$ cat src/rtl/i2c_rb_pkg.sv
`timescale 1ns/1ps
package i2c_rb_pkg;
  localparam int BYTE_W  = 8;
  localparam int NUM_CH  = 4;
  localparam int CH_W    = $clog2(NUM_CH);
  localparam int PD_W    = 2;
  localparam logic [4:0] DEV_ID = 5'b10011;

  typedef enum logic [2:0] {
    ST_IDLE,
    ST_ADDR,
    ST_CTRL,
    ST_WDAT,
    ST_RXACK,
    ST_TX,
    ST_TXACK,
    ST_IGNORE
  } rb_state_e;
endpackage

$ cat src/rtl/i2c_cond_detect.sv
`timescale 1ns/1ps
module i2c_cond_detect #(
  parameter int STAGES = 2
) (
  input  logic clk,
  input  logic rst_n,
  input  logic scl_i,
  input  logic sda_i,
  output logic scl_lvl,
  output logic sda_lvl,
  output logic scl_rise,
  output logic scl_fall,
  output logic start_det,
  output logic stop_det
);
  logic [STAGES-1:0] scl_sh, sda_sh;
  logic scl_d, sda_d;

  always_ff @(posedge clk or negedge rst_n) begin
    if (!rst_n) begin
      scl_sh <= '1;
      sda_sh <= '1;
      scl_d  <= 1'b1;
      sda_d  <= 1'b1;
    end else begin
      scl_sh <= {scl_sh[STAGES-2:0], scl_i};
      sda_sh <= {sda_sh[STAGES-2:0], sda_i};
      scl_d  <= scl_lvl;
      sda_d  <= sda_lvl;
    end
  end

  assign scl_lvl   = scl_sh[STAGES-1];
  assign sda_lvl   = sda_sh[STAGES-1];
  assign scl_rise  = scl_lvl & ~scl_d;
  assign scl_fall  = ~scl_lvl & scl_d;
  assign start_det = scl_lvl & scl_d & sda_d & ~sda_lvl;
  assign stop_det  = scl_lvl & scl_d & ~sda_d & sda_lvl;
endmodule

$ cat src/rtl/i2c_chan_bank.sv
`timescale 1ns/1ps
module i2c_chan_bank
  import i2c_rb_pkg::*;
(
  input  logic              clk,
  input  logic              rst_n,
  input  logic [CH_W-1:0]   sel,
  input  logic              data_we,
  input  logic [BYTE_W-1:0] data_wv,
  input  logic              pd_we,
  input  logic [PD_W-1:0]   pd_wv,
  output logic [BYTE_W-1:0] data_rd,
  output logic [PD_W-1:0]   pd_rd
);
  logic [BYTE_W-1:0] data_q [NUM_CH];
  logic [PD_W-1:0]   pd_q   [NUM_CH];

  for (genvar g = 0; g < NUM_CH; g++) begin : g_ch
    always_ff @(posedge clk or negedge rst_n) begin
      if (!rst_n) begin
        data_q[g] <= '0;
        pd_q[g]   <= '0;
      end else begin
        if (data_we && sel == CH_W'(g)) data_q[g] <= data_wv;
        if (pd_we   && sel == CH_W'(g)) pd_q[g]   <= pd_wv;
      end
    end
  end

  assign data_rd = data_q[sel];
  assign pd_rd   = pd_q[sel];

  // one byte position writes one kind of field
  a_r3_one_field_per_byte: assert property (@(posedge clk) disable iff (!rst_n)
    $onehot0({data_we, pd_we}));
endmodule

$ cat src/rtl/i2c_chan_readback.sv
`timescale 1ns/1ps
module i2c_chan_readback
  import i2c_rb_pkg::*;
#(
  parameter int SYNC_STAGES = 2
) (
  input  logic       clk,
  input  logic       rst_n,
  input  logic       scl_i,
  input  logic       sda_i,
  input  logic [1:0] addr_strap,
  output logic       sda_oe
);
  localparam logic [3:0] LAST_BIT = 4'(BYTE_W - 1);
  localparam logic [3:0] ACK_SLOT = 4'(BYTE_W);

  logic scl_lvl, sda_lvl, scl_rise, scl_fall, start_det, stop_det;

  i2c_cond_detect #(.STAGES(SYNC_STAGES)) u_cond (
    .clk(clk), .rst_n(rst_n), .scl_i(scl_i), .sda_i(sda_i),
    .scl_lvl(scl_lvl), .sda_lvl(sda_lvl), .scl_rise(scl_rise), .scl_fall(scl_fall),
    .start_det(start_det), .stop_det(stop_det)
  );

  rb_state_e         state, after_ack;
  logic              ack_en;
  logic [3:0]        bitcnt;
  logic [BYTE_W-1:0] rx_sh, tx_sh, rx_next, seq_byte;
  logic [CH_W-1:0]   ctrl_sel;
  logic              ctrl_pd;
  logic [1:0]        wr_idx, rd_idx, seq_idx;
  logic              byte_done, addr_hit, data_we, pd_we;
  logic [BYTE_W-1:0] data_rd;
  logic [PD_W-1:0]   pd_rd;

  assign rx_next   = {rx_sh[BYTE_W-2:0], sda_lvl};
  assign byte_done = scl_rise && (bitcnt == LAST_BIT);
  assign addr_hit  = (rx_next[7:1] == {DEV_ID, addr_strap});
  assign data_we   = (state == ST_WDAT) && byte_done && (wr_idx == (ctrl_pd ? 2'd1 : 2'd0));
  assign pd_we     = (state == ST_WDAT) && byte_done && ctrl_pd && (wr_idx == 2'd0);

  i2c_chan_bank u_bank (
    .clk(clk), .rst_n(rst_n), .sel(ctrl_sel),
    .data_we(data_we), .data_wv(rx_next),
    .pd_we(pd_we), .pd_wv(rx_next[BYTE_W-1 -: PD_W]),
    .data_rd(data_rd), .pd_rd(pd_rd)
  );

  // reply byte for the current position in the read sequence
  assign seq_idx = (state == ST_TXACK) ? rd_idx : 2'd0;
  always_comb begin
    seq_byte = '0;
    if (ctrl_pd) begin
      case (seq_idx)
        2'd0:    seq_byte = {pd_rd, {(BYTE_W-PD_W){1'b1}}};
        2'd1:    seq_byte = data_rd;
        default: seq_byte = '0;
      endcase
    end else if (seq_idx == 2'd0) begin
      seq_byte = data_rd;
    end
  end

  always_ff @(posedge clk or negedge rst_n) begin
    if (!rst_n) begin
      state     <= ST_IDLE;
      after_ack <= ST_IDLE;
      ack_en    <= 1'b0;
      bitcnt    <= '0;
      rx_sh     <= '0;
      tx_sh     <= '0;
      ctrl_sel  <= '0;
      ctrl_pd   <= 1'b0;
      wr_idx    <= '0;
      rd_idx    <= '0;
      sda_oe    <= 1'b0;
    end else if (start_det) begin
      state  <= ST_ADDR;
      bitcnt <= '0;
      sda_oe <= 1'b0;
    end else if (stop_det) begin
      state  <= ST_IDLE;
      bitcnt <= '0;
      sda_oe <= 1'b0;
    end else begin
      case (state)
        ST_ADDR, ST_CTRL, ST_WDAT: begin
          if (scl_rise) begin
            rx_sh  <= rx_next;
            bitcnt <= bitcnt + 4'd1;
            if (bitcnt == LAST_BIT) begin
              case (state)
                ST_ADDR: begin
                  ack_en    <= addr_hit;
                  after_ack <= rx_next[0] ? ST_TX : ST_CTRL;
                end
                ST_CTRL: begin
                  ack_en    <= 1'b1;
                  ctrl_sel  <= rx_next[CH_W:1];
                  ctrl_pd   <= rx_next[0];
                  wr_idx    <= '0;
                  after_ack <= ST_WDAT;
                end
                default: begin
                  ack_en    <= 1'b1;
                  after_ack <= ST_WDAT;
                  if (wr_idx != 2'd3) wr_idx <= wr_idx + 2'd1;
                end
              endcase
            end
          end else if (scl_fall && bitcnt == ACK_SLOT) begin
            bitcnt <= '0;
            if (ack_en) begin
              sda_oe <= 1'b1;
              state  <= ST_RXACK;
            end else begin
              state  <= ST_IGNORE;
            end
          end
        end
        ST_RXACK: begin
          if (scl_fall) begin
            bitcnt <= '0;
            state  <= after_ack;
            if (after_ack == ST_TX) begin
              tx_sh  <= seq_byte;
              sda_oe <= ~seq_byte[BYTE_W-1];
              rd_idx <= 2'd1;
            end else begin
              sda_oe <= 1'b0;
            end
          end
        end
        ST_TX: begin
          if (scl_fall) begin
            if (bitcnt == LAST_BIT) begin
              sda_oe <= 1'b0;
              bitcnt <= '0;
              state  <= ST_TXACK;
            end else begin
              bitcnt <= bitcnt + 4'd1;
              sda_oe <= ~tx_sh[BYTE_W-2];
              tx_sh  <= {tx_sh[BYTE_W-2:0], 1'b0};
            end
          end
        end
        ST_TXACK: begin
          if (scl_rise && sda_lvl) begin
            state <= ST_IGNORE;
          end else if (scl_fall) begin
            tx_sh  <= seq_byte;
            sda_oe <= ~seq_byte[BYTE_W-1];
            bitcnt <= '0;
            state  <= ST_TX;
            if (rd_idx != 2'd3) rd_idx <= rd_idx + 2'd1;
          end
        end
        default: ;
      endcase
    end
  end

  // the line is only moved while SCL is low
  a_r7_sda_moves_scl_low: assert property (@(posedge clk) disable iff (!rst_n)
    (sda_oe != $past(sda_oe)) |-> !$past(scl_lvl));

  // idle or ignoring means released
  a_r6_quiet_when_idle: assert property (@(posedge clk) disable iff (!rst_n)
    (state == ST_IDLE || state == ST_IGNORE) |-> !sda_oe);

  // a bus condition always leaves the line released
  a_r8_cond_releases: assert property (@(posedge clk) disable iff (!rst_n)
    (start_det || stop_det) |=> !sda_oe);

  // released while held in reset
  always @(posedge clk) begin
    if (!rst_n) begin
      a_r9_reset_release: assert (!sda_oe);
    end
  end
endmodule

$ cat config.mk
export PLATFORM = sky130hd
export DESIGN_NAME = i2c_chan_readback
export DESIGN_NICKNAME = d
export VERILOG_FILES = /design/src/rtl/i2c_rb_pkg.sv /design/src/rtl/i2c_cond_detect.sv /design/src/rtl/i2c_chan_bank.sv /design/src/rtl/i2c_chan_readback.sv
export SDC_FILE = /design/constraint.sdc
export NUM_CORES = 1
export LEC_CHECK = 0
export BUFFER_PORTS_ARGS = -buffer_cell sky130_fd_sc_hd__buf_2
export CAP_MARGIN = 30
export CORE_MARGIN = 5
export CORE_UTILIZATION = 29
export CTS_CLUSTER_DIAMETER = 200
export DETAILED_ROUTE_END_ITERATION = 10
export GPL_ROUTABILITY_DRIVEN = 0
export GPL_TIMING_DRIVEN = 0
export HOLD_SLACK_MARGIN = 0.15
export PLACE_DENSITY = 0.39
export SYNTH_ARGS = -nofsm -noshare
export SYNTH_HDL_FRONTEND = slang
export SYNTH_SLANG_ARGS = --single-unit
$ cat constraint.sdc
create_clock -name clk -period 2.5 [get_ports clk]
set_input_delay 0.25 -clock clk [delete_from_list [all_inputs] [get_ports clk]]
set_output_delay 0.25 -clock clk [all_outputs]
set_load 0.03 [all_outputs]
After elaboration in Yosys (flattened, before gate mapping)
Cells that the tools add are included.
{"block": "word_totals", "reg_bits": 79, "latchBits": 0, "ram_bits": 0, "romBits": 0, "inputBits": 6, "output_inout_bits": 1, "wordCells": 171, "memories": 0}
{"block": "op_classes", "addsub": 3, "n_mul": 0, "div_mod_pow": 0, "order_cmp": 1, "n_eq_ne": 34, "shifts": 0, "n_mux": 61, "bitwise": 17, "n_reduce_logical": 32}
{"op": "2-to-1 mux 7 bit", "n": 6}
{"op": "2-to-1 mux 3 bit", "n": 11}
{"op": "2-to-1 mux 4 bit", "n": 8}
{"op": "2-to-1 mux 8 bit", "n": 4}
{"op": "inequality test 4 bit (second input constant)", "n": 8}
{"op": "case mux 7 bit (3 select lines)", "n": 1}
{"op": "2-to-1 mux 2 bit", "n": 10}
{"op": "binary-select mux 8 bit (select 2 bit)", "n": 1}
{"op": "inequality test 2 bit (second input constant)", "n": 8}
{"op": "case mux 4 bit (4 select lines)", "n": 1}
{"op": "case mux 8 bit (2 select lines)", "n": 1}
{"op": "AND reduction 8 bit", "n": 2}
{"op": "logical AND 1 bit", "n": 15}
{"op": "AND reduction 7 bit", "n": 2}
{"op": "2-to-1 mux 1 bit", "n": 13}
{"op": "equality test 3 bit (second input constant)", "n": 4}
{"op": "case mux 3 bit (4 select lines)", "n": 1}
{"op": "inverter 1 bit", "n": 9}
{"op": "AND reduction 9 bit", "n": 1}
{"op": "case mux 2 bit (2 select lines)", "n": 2}
{"op": "AND reduction 4 bit", "n": 2}
{"op": "bitwise AND 1 bit", "n": 7}
{"op": "equality test 7 bit", "n": 1}
{"op": "equality test 3 x 2 -> 1 bit (second input constant)", "n": 2}
{"op": "22 further kinds", "n": 28}

Logic depth before layout (Yosys ltp)
Gate-level depths: netlist (run 1).
{"block": "logic_depth", "word_depth": 12, "mapped_depth": 7, "mapped_depth_nobuf": 7}

Hierarchy
From an unflattened synthesis (run 1), not the netlist that was laid out.
{"block": "hier_totals", "hier_cells": 325, "hier_area_um2": 4013.8}
{"mod": "i2c_chan_readback", "instances": 1, "cells_each": 213, "area_each_um2": 2019.4, "seq_area_each_um2": 825.8}
{"mod": "i2c_chan_bank", "instances": 1, "cells_each": 102, "area_each_um2": 1804.2, "seq_area_each_um2": 1001.0}
{"mod": "i2c_cond_detect", "instances": 1, "cells_each": 10, "area_each_um2": 190.2, "seq_area_each_um2": 157.7}

Least setup slack after synthesis (run 1)
No wires, ideal clock.
{"block": "synth_path", "path_kind": "flip-flop to flip-flop", "start": "register u_cond.scl_d", "end": "register state[0]", "setup_ns": 0.087, "t_arrival_ns": 1.922, "required_ns": 2.413, "path_slack_ns": 0.491, "path_stages_with_launch": 7, "path_buffers": 1, "synth_period_minus_slack_ns": 2.009, "path_cell_list": "dfstp_2 > buf_2 > nor2b_1 > nand2_1 > a32oi_2 > mux2_1 > a22oi_1"}
{"block": "synth_via", "elab_chain_len": 7, "word_cells_on_any_way": 22, "cone_classes": "eq/ne: 6; mux: 4; bitwise: 8; reduce/logical: 4"}
{"element": "from (decl)", "line_no": "i2c_cond_detect.sv:17", "source": "logic scl_d, sda_d;"}
{"element": "from (signal assigned)", "line_no": "i2c_cond_detect.sv:28", "source": "scl_d <= scl_lvl;"}
{"element": "inverter 1 bit", "line_no": "i2c_cond_detect.sv:35", "source": "assign scl_rise = scl_lvl & ~scl_d;"}
{"element": "bitwise AND 1 bit", "line_no": "i2c_cond_detect.sv:35"}
{"element": "logical AND 1 bit", "line_no": "i2c_chan_readback.sv:148", "source": "if (scl_rise && sda_lvl) begin"}
{"element": "2-to-1 mux 3 bit", "line_no": "i2c_chan_readback.sv:148"}
{"element": "case mux 3 bit (4 select lines)", "line_no": "i2c_chan_readback.sv:86", "source": "case (state)"}
{"element": "2-to-1 mux 3 bit", "line_no": "i2c_chan_readback.sv:81", "source": "end else if (stop_det) begin"}
{"element": "2-to-1 mux 3 bit", "line_no": "i2c_chan_readback.sv:77", "source": "end else if (start_det) begin"}
{"element": "to (signal assigned)", "line_no": "i2c_chan_readback.sv:124", "source": "state <= after_ack;"}
{"element": "to (decl)", "line_no": "i2c_chan_readback.sv:25", "source": "rb_state_e state, after_ack;"}
Parallel ways exist; a longest one is shown, timed or not.
A chain may end at the register's enable or synchronous reset.

Worst setup path in the final report (run 1)
{"block": "layout_path", "start": "register bitcnt[1]", "end": "register u_bank.pd_q[4] (netlist name)"}
{"block": "layout_via", "elab_chain_len": 6}
{"element": "from (decl)", "line_no": "i2c_chan_readback.sv:27", "source": "logic [3:0] bitcnt;"}
{"element": "from (signal assigned)", "line_no": "i2c_chan_readback.sv:90", "source": "bitcnt <= bitcnt + 4'd1;"}
{"element": "from (signal assigned)", "line_no": "i2c_chan_readback.sv:141", "source": "bitcnt <= bitcnt + 4'd1;"}
{"element": "equality test 4 x 3 -> 1 bit", "line_no": "i2c_chan_readback.sv:37", "source": "assign byte_done = scl_rise && (bitcnt == LAST_BIT);"}
{"element": "logical AND 1 bit", "line_no": "i2c_chan_readback.sv:37"}
{"element": "logical AND 1 bit (3 in a row)", "line_no": "i2c_chan_readback.sv:40", "source": "assign pd_we = (state == ST_WDAT) && byte_done && ctrl_pd && (wr_idx == 2'd0);"}
{"element": "logical AND 1 bit", "line_no": "i2c_chan_bank.sv:25", "source": "if (pd_we && sel == CH_W'(g)) pd_q[g] <= pd_wv;"}
{"element": "to (signal, indexed assignment)", "line_no": "i2c_chan_bank.sv:25"}
{"element": "to (decl)", "line_no": "i2c_chan_bank.sv:16", "source": "logic [PD_W-1:0] pd_q [NUM_CH];"}
No other way between the ends.

==> results of run 1 <==
-- worst max path at each step --
stage,start,end,slack (ns),cells past startpoint
floorplan,u_cond.scl_d$_DFF_PN1_,state[0]$_DFFE_PN0P_,0.49,6
global placement,u_cond.scl_d$_DFF_PN1_,state[0]$_DFFE_PN0P_,0.04,6
detailed placement,ctrl_sel[1]$_DFFE_PN0P_,u_bank.data_q[2]$_DFFE_PN0P_,0.08,5
CTS,ctrl_sel[1]$_DFFE_PN0P_,u_bank.data_q[2]$_DFFE_PN0P_,0.07,5
global route,bitcnt[1]$_DFFE_PN0P_,u_bank.pd_q[4]$_DFFE_PN0P_,0.02,7
finish,bitcnt[1]$_DFFE_PN0P_,u_bank.pd_q[4]$_DFFE_PN0P_,0.18,7
-- timing repair --
| action | 4_1_cts | 5_1_grt |
|---|---|---|
| gates resized for setup | 0 | 2 |
| endpoints found under the hold margin | 28 | 0 |
| hold buffers | 3 | 0 |
| endpoints found under the setup margin | 0 | 11 |
-- area by class of cell --
type | instances | area share (%)
well taps | 180 | 4.76
inverters | 14 | 1.11
repair buffers | 10 | 1.91
multi-input cells | 248 | 42.5
clock inverters | 3 | 0.397
flip-flops and latches | 79 | 42.0
clock buffers | 13 | 5.51
plain buffers | 18 | 1.88
-- through the flow --
stage / setup WS, ns / std cells / utilization, % / total power, mW
after floorplan: 0.491 / 360 / - / 2.50
after global placement: 0.0442 / 546 / 31.5 / 2.86
after detailed placement: 0.0770 / 547 / 31.7 / 2.86
after CTS: 0.0715 / 566 / 33.9 / 4.14
after global routing: 0.0179 / 565 / 33.9 / 4.34
final: 0.184 / 565 / 33.9 / 4.09
-- routing by layer --
layer,share of wire [%],routed length [um],up-vias,global-route usage [%]
met4,2.1,208,0,5.37
met3,2.4,241,14,1.98
li1,-,-,1365,-
met2,47,4670,35,20.5
met5,0,0,-,0
met1,49,4830,1437,17.9
-- synthesized netlist by cell type, drive strengths merged (2+ instances only) --
master   instances  share of area (%)
nor2b            5               0.76
buf             15                1.9
and3b            3               0.64
o22a             4               0.85
nand2b           5               0.94
o22ai            9                1.4
a221oi           2               0.58
nor3             7                1.5
xnor2            3               0.64
inv             14                1.3
dfstp            6                3.8
mux4            10                5.9
a22oi            4               0.73
nand2           20                1.8
nand3           10                1.3
o211ai           2               0.36
mux2            54                 15
ha               5                1.5
a21oi           15                1.8
mux2i            3               0.73
and2             2               0.30
a211oi           2               0.48
nand3b           4               0.73
clkbuf           4               0.36
a2bb2oi          4               0.85
a31oi            7                1.1
dfrtp           73                 44
a311oi           2               0.42
a21o             2               0.36
nor2            35                3.4
o21ai           15                1.8
nand4            2               0.30
-- power by group through the flow --
stage	Clock, mW	Sequential (mW)	Combinational, mW
after floorplan	0	1.61	0.891
after global placement	0	1.65	1.21
after detailed placement	0	1.65	1.20
after CTS	1.30	1.63	1.21
after global routing	1.34	1.66	1.33
final	1.26	1.63	1.20
-- cells in the final DEF (no fill, tap or decap), types with 3 or more instances in the layout --
master	synthesis	layout
clkbuf_1	4	6
nor2_2	3	3
nand2_1	20	20
buf_2	8	13
o21ai_0	15	15
xnor2_1	3	3
nand3b_1	4	4
o22a_1	4	4
ha_1	5	5
nand3_1	9	9
mux2_2	53	53
and3b_1	3	3
clkbuf_16	0	9
dfstp_2	6	6
nor2b_1	5	4
dlygate4sd3_1	0	3
o22ai_1	9	9
nor3_1	4	3
inv_1	14	14
mux2i_1	3	3
mux4_1	5	5
mux4_2	5	5
nor2_1	32	32
a2bb2oi_1	4	4
a21oi_1	15	15
nand2b_1	4	4
buf_1	5	4
a22oi_1	4	4
dfrtp_1	73	73
a31oi_1	7	7
-- cell families after synthesis --
logic type,after synthesis,share of synthesized area (%)
and+or+nand+nor,99,12.8
muxes,67,21.4
adders and majority gates,5,1.52
xor gates and xnor gates,4,0.849
AOI/OAI and AO/OA,73,11.9
buffers and inverters,33,3.52
DFF,79,48.1
-- registers in the layout (all words and copies together) (netlist names), 3 cells and up --
name	flops
u_bank.data_q	32
u_bank.pd_q	8
rx_sh	7
tx_sh	7
bitcnt	4
after_ack	3
state	3
-- worst max-delay path, cell delays in order (launching register included) --
cell	delay [ns]
dfrtp_1	0.40
ha_1	0.22
nand3b_1	0.19
nor3_4	0.19
buf_4	0.21
nand4_1	0.31
nor2_1	0.31
mux2_2	0.36
==> flow_metrics.py, run 1 <==
metrics = {
    "outcome": {
        "status": "finished, final reports clean",
    },
    "route": {
        "vias": 2851,
        "vias_per_cell": 5.05,
        "drt_first_pass_iters": 4,
        "wire_per_inst_um": 17.6,
        "route.final.wire_length_um": 9950,
        "ant_nets": 0,
        "drc": 0,
        "drtIter0Drc": 178,
    },
    "power_and_ir_drop": {
        "combPwrFrac_pct": 29.4,
        "intPower_mw": 2.65,
        "p_seq_share_pct": 39.8,
        "p_switching_mw": 1.44,
        "clockPowerShare_pct": 30.8,
        "p_leak_nw": 2.08,
        "switching_share_pct": 35.2,
        "ir_drop_v": 0.000297,
        "power_density_nw_per_um2": 865,
    },
    "min_path": {
        "worstHoldPathCells": 0,
        "min_from": "u_cond.scl_sh[0]$_DFF_PN1_",
        "min_to": "u_cond.scl_sh[1]$_DFF_PN1_",
        "hold_class": "reg -> reg",
    },
    "grt": {
        "antenna_found_initial": 0,
        "grt_first_pass_wirelength_um": 16500,
        "grt-ovfl-total": 0,
        "grt_max_degree": 48,
        "first_global_vias": 2926,
        "grtUsageTotal_pct": 13.0,
    },
    "clock_tree": {
        "clock_latency_ns": 0.34,
        "cts_max_level": 3,
        "root_buffer": "clkbuf_16",
        "tritoncts": "built",
        "cts.sinks": 79,
        "clock_path_buffers": 2,
        "clk_pin_slew_ns": 0.07,
        "numCtsBuffers": 9,
        "postCtsSetupBuffers": 0,
    },
    "critical_path": {
        "rr_startpoint": "bitcnt[1]$_DFFE_PN0P_",
        "r2r-end": "u_bank.pd_q[4]$_DFFE_PN0P_",
        "critPathLaunchType": "flop",
        "rrSetupSlack_ns": 0.18,
        "cp-end-kind": "flop",
        "crit_required_ns": 2.73,
        "critPathKind": "reg -> reg",
        "worstPathMaxFanout": 10,
        "reg2regPathDepth": 7,
        "worstPathArrival_ns": 2.54,
    },
    "timing": {
        "hold_viol_final": 0,
        "timing.final.crit_period_ns": 2.32,
        "worst_slew_pin_slew_ns": 0.851,
        "clock_skew_ns": 0.00910,
        "finalCritPeriodShare_pct": 92.6,
        "slew_violations": 0,
        "hold_slack_ns": 0.347,
        "setup-violations-final": 0,
        "rsz0062_at_grt": "false",
        "finalSetupTns_ns": 0,
        "fmax_mhz": 432,
        "relSlewSlack_pct": 43.0,
    },
    "floorplan": {
        "die_x_um": 129,
        "rows": 43,
        "die_area_sq_um": 16700,
        "core_area_sq_um": 13900,
        "initial_utilization_pct": 29.6,
        "ioPinCount": 7,
        "die_height_um": 129,
    },
    "logic_synthesis": {
        "synth_edf_count": 0,
        "postSynthNetCount": 371,
        "syn_area_sq_um": 4130,
        "synth_flop_cell": "dfrtp_1",
        "yosys_warnings": 0,
        "ys_seq_area_share_pct": 48.1,
        "async_reset_ff_share_pct": 100,
        "syn_inst": 360,
        "netlist-cell-type-count": 56,
        "syn_area_per_cell_sq_um": 11.5,
        "synth_seq_cells": 79,
    },
    "run": {
        "cap_violations": 0,
    },
    "finish": {
        "nFillCells": 1399,
        "regArea_sq_um": 1980,
        "final_layout_size_suffix_gt1_share_pct": 28.1,
        "final_cell_area_sq_um": 4730,
        "fin_nets": 391,
        "multiInputGateArea_sq_um": 2010,
        "antennaDiodeCount": 0,
        "area_growth_syn_to_layout_pct": 14.5,
    },
    "place": {
        "hpwl_um": 7070,
        "port_buffers": 6,
        "place_area_sq_um": 4410,
    },
}
Note: power is estimated with default switching activity, not from simulation.
==> inputs of run 2 (changes only) <==
--- a/config.mk
+++ b/config.mk
@@ -15,6 +15,7 @@
 export GPL_TIMING_DRIVEN = 0
 export HOLD_SLACK_MARGIN = 0.15
 export PLACE_DENSITY = 0.39
+export RECOVER_POWER = 100
 export SYNTH_ARGS = -nofsm -noshare
 export SYNTH_HDL_FRONTEND = slang
 export SYNTH_SLANG_ARGS = --single-unit
==> flow_metrics.py, run 2 (synthesis results as in run 1) <==
metrics = {
    "route": {
        "vias_per_cell": 5.05,
        "drc": 0,
        "route.final.wire_length_um": 9900,
        "vias": 2853,
        "wire_per_inst_um": 17.5,
        "ant_nets": 0,
        "drt_first_pass_iters": 4,
        "drtIter0Drc": 171,
    },
    "critical_path": {
        "cp-end-kind": "flop",
        "critPathLaunchType": "flop",
        "worstPathArrival_ns": 2.60,
        "crit_required_ns": 2.76,
        "worstPathMaxFanout": 10,
        "critPathKind": "reg -> reg",
    },
    "timing": {
        "worst_slack_ns": 0.165,
        "rsz0062_at_grt": "false",
        "setup-violations-final": 0,
        "hold_viol_final": 0,
        "fmax_mhz": 428,
        "timing.final.crit_period_ns": 2.34,
        "slew_violations": 0,
        "clock_skew_ns": 0.00868,
        "worst_slew_pin_slew_ns": 0.821,
        "finalSetupTns_ns": 0,
        "finalCritPeriodShare_pct": 93.4,
        "relSlewSlack_pct": 45.0,
    },
    "floorplan": {
        "die_x_um": 129,
        "ioPinCount": 7,
        "die_area_sq_um": 16700,
        "core_area_sq_um": 13900,
        "rows": 43,
        "die_height_um": 129,
        "initial_utilization_pct": 29.6,
    },
    "clock_tree": {
        "postCtsSetupBuffers": 0,
        "cts.sinks": 79,
        "clock_path_buffers": 2,
        "numCtsBuffers": 9,
        "clock_latency_ns": 0.35,
        "clk_pin_slew_ns": 0.06,
        "cts_max_level": 3,
        "tritoncts": "built",
        "root_buffer": "clkbuf_16",
    },
    "power_and_ir_drop": {
        "power_density_nw_per_um2": 867,
        "p_switching_mw": 1.44,
        "p_seq_share_pct": 40.0,
        "clockPowerShare_pct": 30.9,
        "p_leak_nw": 2.07,
        "ir_drop_v": 0.000300,
        "switching_share_pct": 35.3,
        "combPwrFrac_pct": 29.1,
        "intPower_mw": 2.64,
    },
    "finish": {
        "largest_reg_flops": 32,
        "regArea_sq_um": 1980,
        "antennaDiodeCount": 0,
        "fin_nets": 391,
        "reg_top3": "u_bank.data_q: 32 flops, u_bank.pd_q: 8 flops",
        "multiInputGateArea_sq_um": 2010,
        "final_layout_size_suffix_gt1_share_pct": 26.8,
        "final_cell_mix": "dfrtp_1 (73), mux2_2 (53), nor2_1 (32), nand2_1 (20)",
        "largest-register": "u_bank.data_q",
        "nFillCells": 1404,
        "area_growth_syn_to_layout_pct": 13.8,
        "final_common_cell": "dfrtp_1",
    },
    "min_path": {
        "hold_class": "reg -> reg",
    },
    "place": {
        "hpwl_um": 7070,
        "port_buffers": 6,
        "pre_cts_ws_ns": 0.0770,
    },
    "grt": {
        "grt_first_pass_wirelength_um": 16500,
        "first_global_vias": 2926,
        "antenna_found_initial": 0,
        "grt_max_degree": 48,
        "grt-ovfl-total": 0,
        "grtUsageTotal_pct": 13.0,
    },
    "run": {
        "cap_violations": 0,
    },
    "outcome": {
        "status": "finished, final reports clean",
    },
}
-- run 2: cell types whose count changed in the layout (fill, tap and decap cells not counted), moves of 2 or more --
cell,previous run,this run
dfstp_1,0,2
buf_2,13,9
dfstp_2,6,4
clkbuf_2,0,2
clkbuf_1,6,10
-- run 2: metal layers --
metal / up-vias / part of all wire (%) / wire length [um] / track usage [%]
li1: 1370 / - / - / -
met1: 1425 / 48 / 4740 / 17.9
met2: 43 / 47 / 4670 / 20.5
met3: 15 / 2.8 / 282 / 1.98
met4: 0 / 2.1 / 207 / 5.37
met5: - / 0 / 0 / 0
-- run 2: per-stage QoR --
step	util [%]	cells	total power, mW	hold WS (ns)	area (sq um)
after global placement	31.5	546	2.86	0.346	4380
after detailed placement	31.7	547	2.86	0.231	4410
after floorplan	-	360	2.50	-0.0456	4130
after CTS	33.9	566	4.14	0.350	4720
after global routing	33.7	565	4.33	0.355	4700
final	33.7	565	4.08	0.346	4700
-- run 2: path summary, 6_finish.rpt --
| kind | end | cells past startpoint | start | slack (ns) |
|---|---|---|---|---|
| max | tx_sh[1]$_DFFE_PN0P_ | 7 | u_cond.sda_sh[1]$_DFF_PN1_ | 0.16 |
| min | u_cond.scl_sh[1]$_DFF_PN1_ | 0 | u_cond.scl_sh[0]$_DFF_PN1_ | 0.35 |
| max reg2reg | tx_sh[1]$_DFFE_PN0P_ | 7 | u_cond.sda_sh[1]$_DFF_PN1_ | 0.16 |
| min reg2reg | u_cond.scl_sh[1]$_DFF_PN1_ | 0 | u_cond.scl_sh[0]$_DFF_PN1_ | 0.35 |
| max in group asynchronous | u_bank.data_q[11]$_DFFE_PN0P_ | 3 | rst_n | 0.73 |
| min in group asynchronous | bitcnt[1]$_DFFE_PN0P_ | 2 | rst_n | 0.52 |
-- run 2: area by class of cell --
cell class              instances  share of cell area (%)
inverters                      14                    1.12
plain buffers                  18                    1.84
clock inverters                 3                   0.399
repair buffers                 10                    1.41
multi-input cells             248                    42.7
clock buffers                  13                    5.54
flip-flops and latches         79                    42.2
well taps                     180                    4.79
-- run 2: timing repair --
item                                    CTS  global route
endpoints found under the setup margin    0            11
hold buffers                              3             0
endpoints found under the hold margin    28             0
resized for setup                         0             2
-- run 2: worst max-delay path: stages, from the launching register on --
cell	delay [ns]
dfstp_1	0.56
clkbuf_1	0.47
xnor2_1	0.20
o21ai_0	0.16
a211oi_2	0.39
clkbuf_2	0.29
nor2_1	0.06
a21oi_1	0.13
-- run 2: power groups by stage --
stage / Clock [mW] / Combinational [mW] / Sequential (mW)
floorplan: 0 / 0.891 / 1.61
global placement: 0 / 1.21 / 1.65
detailed placement: 0 / 1.20 / 1.65
CTS: 1.30 / 1.21 / 1.63
global route: 1.34 / 1.32 / 1.66
finish: 1.26 / 1.19 / 1.63
